`config.mk`:
```
export PLATFORM = sky130hd
export DESIGN_NAME = lc_codec
export DESIGN_NICKNAME = d
export VERILOG_FILES = /design/src/rtl/lc_pkg.sv /design/src/rtl/lc_encoder.sv /design/src/rtl/lc_divider.sv /design/src/rtl/lc_out_stage.sv /design/src/rtl/lc_codec.sv
export SDC_FILE = /design/constraint.sdc
export NUM_CORES = 1
export LEC_CHECK = 0
export ABC_AREA = 1
export CAP_MARGIN = 30
export CELL_PAD_IN_SITES_DETAIL_PLACEMENT = 1
export CELL_PAD_IN_SITES_GLOBAL_PLACEMENT = 1
export CORE_ASPECT_RATIO = 1.75
export CORE_MARGIN = 1.5
export CORE_UTILIZATION = 35
export DETAILED_ROUTE_END_ITERATION = 10
export PLACE_DENSITY_LB_ADDON = 0.1
export SKIP_LAST_GASP = 1
export SLEW_MARGIN = 20
export SYNTH_ARGS = -nofsm -noshare
export SYNTH_HDL_FRONTEND = slang
export SYNTH_SLANG_ARGS = --single-unit
```
`constraint.sdc`:
```
create_clock -name clk_i -period 1.6 [get_ports clk_i]
set_clock_uncertainty 0.15 [all_clocks]
set_input_delay 0.16 -clock clk_i [delete_from_list [all_inputs] [get_ports clk_i]]
set_output_delay 0.16 -clock clk_i [all_outputs]
set_load 0.1 [all_outputs]
```
`src/rtl/lc_pkg.sv`:
```
package lc_pkg;
  localparam int unsigned LC_DATA_W = 16;
  localparam int unsigned LC_CHK_W  = 8;
  // x^8 + x^2 + x + 1
  localparam logic [LC_CHK_W:0] LC_GEN = 9'h107;
endpackage

```
`src/rtl/lc_encoder.sv`:
```
module lc_encoder #(
  parameter int unsigned DATA_W = 16,
  parameter int unsigned CHK_W  = 8,
  parameter logic [CHK_W:0] GEN = '1
) (
  input  logic [DATA_W-1:0]       data_i,
  output logic [DATA_W+CHK_W-1:0] enc_o
);
  localparam int unsigned N = DATA_W + CHK_W;
  localparam logic [N-1:0] GEN_EXT = {{(DATA_W-1){1'b0}}, GEN};

  logic [N-1:0] part [DATA_W+1];
  assign part[0] = '0;

  for (genvar i = 0; i < DATA_W; i++) begin : g_term
    assign part[i+1] = part[i] ^ (data_i[i] ? (GEN_EXT << i) : '0);
  end

  assign enc_o = part[DATA_W];
endmodule

```
`src/rtl/lc_divider.sv`:
```
module lc_divider #(
  parameter int unsigned DATA_W = 16,
  parameter int unsigned CHK_W  = 8,
  parameter logic [CHK_W:0] GEN = '1
) (
  input  logic [DATA_W+CHK_W-1:0] word_i,
  output logic [DATA_W-1:0]       quot_o,
  output logic [CHK_W-1:0]        rem_o,
  output logic                    err_o
);
  localparam int unsigned N = DATA_W + CHK_W;
  localparam logic [N-1:0] GEN_EXT = {{(DATA_W-1){1'b0}}, GEN};

  // one conditional-subtract stage per quotient bit, MSB first
  logic [N-1:0] part [DATA_W+1];
  assign part[0] = word_i;

  for (genvar k = 0; k < DATA_W; k++) begin : g_stage
    localparam int unsigned TOP = N - 1 - k;
    localparam int unsigned SH  = DATA_W - 1 - k;
    assign quot_o[SH]  = part[k][TOP];
    assign part[k+1]   = part[k] ^ (part[k][TOP] ? (GEN_EXT << SH) : '0);
  end

  assign rem_o = part[DATA_W][CHK_W-1:0];
  assign err_o = |rem_o;
endmodule

```
`src/rtl/lc_out_stage.sv`:
```
module lc_out_stage #(
  parameter int unsigned W   = 8,
  parameter bit          REG = 1'b1
) (
  input  logic         clk_i,
  input  logic         rst_ni,
  input  logic [W-1:0] d_i,
  output logic [W-1:0] q_o
);
  if (REG) begin : g_reg
    always_ff @(posedge clk_i or negedge rst_ni) begin
      if (!rst_ni) q_o <= '0;
      else         q_o <= d_i;
    end
  end else begin : g_wire
    assign q_o = d_i;
  end
endmodule

```
`src/rtl/lc_codec.sv`:
```
module lc_codec
  import lc_pkg::*;
#(
  parameter int unsigned DATA_W  = LC_DATA_W,
  parameter int unsigned CHK_W   = LC_CHK_W,
  parameter logic [CHK_W:0] GEN  = LC_GEN,
  parameter bit          REG_OUT = 1'b1
) (
  input  logic                    clk_i,
  input  logic                    rst_ni,
  input  logic [DATA_W-1:0]       data_i,
  input  logic [DATA_W+CHK_W-1:0] word_i,
  output logic [DATA_W+CHK_W-1:0] enc_o,
  output logic [DATA_W-1:0]       quot_o,
  output logic [CHK_W-1:0]        rem_o,
  output logic                    err_o
);
  localparam int unsigned N   = DATA_W + CHK_W;
  localparam int unsigned OUT_W = N + DATA_W + CHK_W + 1;

  logic [N-1:0]      enc_c;
  logic [DATA_W-1:0] quot_c;
  logic [CHK_W-1:0]  rem_c;
  logic              err_c;

  lc_encoder #(.DATA_W(DATA_W), .CHK_W(CHK_W), .GEN(GEN)) u_enc (
    .data_i (data_i),
    .enc_o  (enc_c)
  );

  lc_divider #(.DATA_W(DATA_W), .CHK_W(CHK_W), .GEN(GEN)) u_div (
    .word_i (word_i),
    .quot_o (quot_c),
    .rem_o  (rem_c),
    .err_o  (err_c)
  );

  lc_out_stage #(.W(OUT_W), .REG(REG_OUT)) u_out (
    .clk_i  (clk_i),
    .rst_ni (rst_ni),
    .d_i    ({enc_c, quot_c, rem_c, err_c}),
    .q_o    ({enc_o, quot_o, rem_o, err_o})
  );
endmodule

```
==> summary.md, run 1 <==
| Metric | Value |
|---|---|
| Status | finished clean |
| Worst Hold Path Cells | 2 |
| H-tree level count | 2 |
| I/O Pins | 91 |
| Global-route wire length before repair | 13.6 mm |
| GRT overflow | 0 |
| Data arrival, critical path | 1600 ps |
| Fmax | ~640 MHz |
| Number of hold violations in the final report | 0 |
| Fill count | 785 |
| Worst IR Drop VDD | 0.000456 V |
| Warnings from Yosys | 0 |
| Clock transition at the registers of the reported paths | 60 ps |
| First-pass DRT Iterations | 4 |
| Mean post-synth cell area | 8.18 um2 |
| Root buf cell | clkbuf_16 |
| CTS Buf Count | 5 |
| Post-Route WL | 9.15 mm |
| CTS tree | yes |
| Reg power frac | 26.5% |
| Switch share | 43.9% |
| Area contributors post-synth | dfrtp_1 47%, nand2_1 20%, xnor2_1 7.8%, nand3_1 4.8%, xor2_1 4.7% |
| P&R area growth vs syn | 84.4% |
| Layout cells sized above 1 | 41.3% |
| Inserted Diodes | 0 |
| Final Wtd Congestion | 0.829 |
| Post-route cell area | 0.00477 mm2 |
| Antenna viol nets, final | 0 |
| Largest register by flop count | u_out.q_o |
| Average wire per standard cell | 16.8 um |
| Min-Delay Path Class | in2reg |
| CP Launch Type | input pin |
| Slew HR | 78.1% |
| Power share of the combinational group | a little over half |
| Pins Over Slew Limit | 0 |
| Via count | 2589 |
| Post-route setup slack | about 41 ps |
| Max reg flops | 49 |
| Syn nets | ~360 |
| Crit end category | flip-flop |
| Pint | 3.31 mW |
| Worst-margin pin slew | 327 ps |
| Initial Utilization | 36.0% |
| CP max FO | 6 |
| Port bufs | 90 |
| Vias in the first global route | 2806 |
| Max cap viols | 0 |
| Inst Count DP | 512 |
| Clock Sinks | 49 |
| Vias per Instance | between 4 and 5 |
| Synthesized netlist cell count | 316 |
| NetSw | 2.59 mW |
| DP Worst Slack | -792 ps |
| Yosys top cell by area | dfrtp_1 |
| Dpl hpwl | 6.46 mm |
| Area share of the largest cell type after synthesis | 47.4% |
| Die Width | 68.0 um |
| Synth Cell Area | 0.00258 mm2 |
| Critical path required time | 1640 ps |
| Antenna violations before repair | 0 |
| Final Setup Violations | 0 |
| Clock share of power | about a fifth |
| DRC Markers | 0 |
| Lkg Pwr | around 2.4 nW |
| Largest registers | u_out.q_o (49) |
| Fin cells | 544 |
| Total core area | ~0.0072 mm2 |
| First DRT Iteration DRCs | 71 |
| Worst Path Class, Setup | in2reg |
| Die height | 117 um |
| Post-layout net count | 499 |
| Post-layout minimum cycle time | 1560 ps |
| Placed cell areas | 0.00424 mm2 |
| Fin crit share | between 90 and 100% |
| Power Total | 5.90 mW |
| Row count | slightly above 40 |
| Die area | 0.00793 mm2 |
| All-Layer GR Usage | a little under a quarter |
| Post-synthesis register bit count | 49 |
| Power per standard cell area | 1240 mW/mm2 |
| Clk buf depth | 2 |
| Largest net degree at the start of global routing | 50 |
| Register area share after synthesis | 47.4% |
| Synth cell types | 18 |
## cells in the final DEF (no fill, tap or decap), drive strengths merged, types with 6 or more instances in the layout
cell type | Yosys | layout
nor2 | 7 | 7
nand3 | 29 | 29
clkbuf | 0 | 11
xor2 | 14 | 14
nand2 | 155 | 155
clkdlybuf4s50 | 0 | 23
dlygate4sd3 | 0 | 6
dfrtp | 49 | 49
buf | 0 | 95
xnor2 | 23 | 23
inv | 32 | 32
## power by group through the flow
stage | Combinational, mW | Sequential (mW) | Clock (mW)
after floorplan | 0.481 | 2.75 | 0
after global placement | 2.85 | 1.58 | 0
after detailed placement | 2.90 | 1.59 | 0
after CTS | 2.99 | 1.57 | 1.26
after global routing | 3.21 | 1.58 | 1.32
final | 3.08 | 1.56 | 1.25
## cell usage after synthesis
master,n
dfrtp_1,49
nand3_2,3
nand2_1,139
xor2_1,14
nor2_1,6
nor2_2,1
nand2_2,8
nand2_4,7
nand2_8,1
nand4_1,1
nand3_1,25
or2_2,1
clkinv_1,2
nand3_4,1
xnor2_1,23
inv_2,10
inv_1,22
nand3b_1,3
## what timing repair did
action / in CTS / in global routing
buffers inserted: 10 / 8
hold buffers: 6 / 0
pin swaps: 14 / 22
resized for setup: 70 / 52
hold endpoints to repair: 54 / 0
setup endpoints to repair: 8 / 4
## worst paths after layout
path                       startpoint                      end  slack, ps
min in group asynchronous      rst_ni  u_out.q_o[26]$_DFF_PN0_        220
max in group asynchronous      rst_ni   u_out.q_o[1]$_DFF_PN0_        830
worst min-delay path       word_i[18]  u_out.q_o[19]$_DFF_PN0_        0.3
worst max-delay path       word_i[21]   u_out.q_o[0]$_DFF_PN0_         40
## stage by stage
stage / hold WS, ps / util, % / TNS (ps)
6_report: 0.264 / 66.4 / 0
3_3_place_gp: 12.1 / 59.1 / -5530
2_1_floorplan: -286 / - / 0
5_1_grt: 14.7 / 66.4 / -64.9
3_5_place_dp: 18.8 / 59.1 / -6180
4_1_cts: 111 / 64.3 / 0
## per-layer routing
metal	up-vias	track usage (%)	wire, um
met1	1254	21.4	2960
met3	20	3.47	318
li1	1238	-	-
met2	77	47.8	5530
met5	-	0	0
met4	0	11.3	336
## final cells by class
class | count | area (um2) | share of cell area (%)
Clock buffer | 7 | 143 | 2.99
Inverter | 34 | 138 | 2.89
Clock inverter | 1 | 30.0 | 0.630
Multi-Input combinational cell | 233 | 1420 | 29.7
Sequential cell | 49 | 1230 | 25.7
Timing Repair Buffer | 134 | 1700 | 35.8
Tap cell | 86 | 108 | 2.26
## critical path, stage by stage
cell,delay (ps)
buf_4,140
inv_4,50
buf_4,100
buf_4,90
nand2_1,80
nand2_2,120
nand2_1,90
nand2_2,110
nand2_1,60
nand2_1,100
nand2_1,60
nand2_1,80
inv_2,40
nor2_1,100
nand2_1,60
nor2_1,90
nand2_1,60
## cell families after synthesis
family,count (synthesis),synth area share [%]
buffers and inverters,34,4.94
AND/OR/NAND/NOR,196,35.1
flip-flops,49,47.4
XOR/XNOR,37,12.5
No activity file was read; power rests on OpenSTA's default activity.
==> run 2: changes to the inputs <==
- SLEW_MARGIN: 20 -> 40
==> results of run 2 <==
Same layout as run 1: the final DEF is identical, and so are final timing and power.
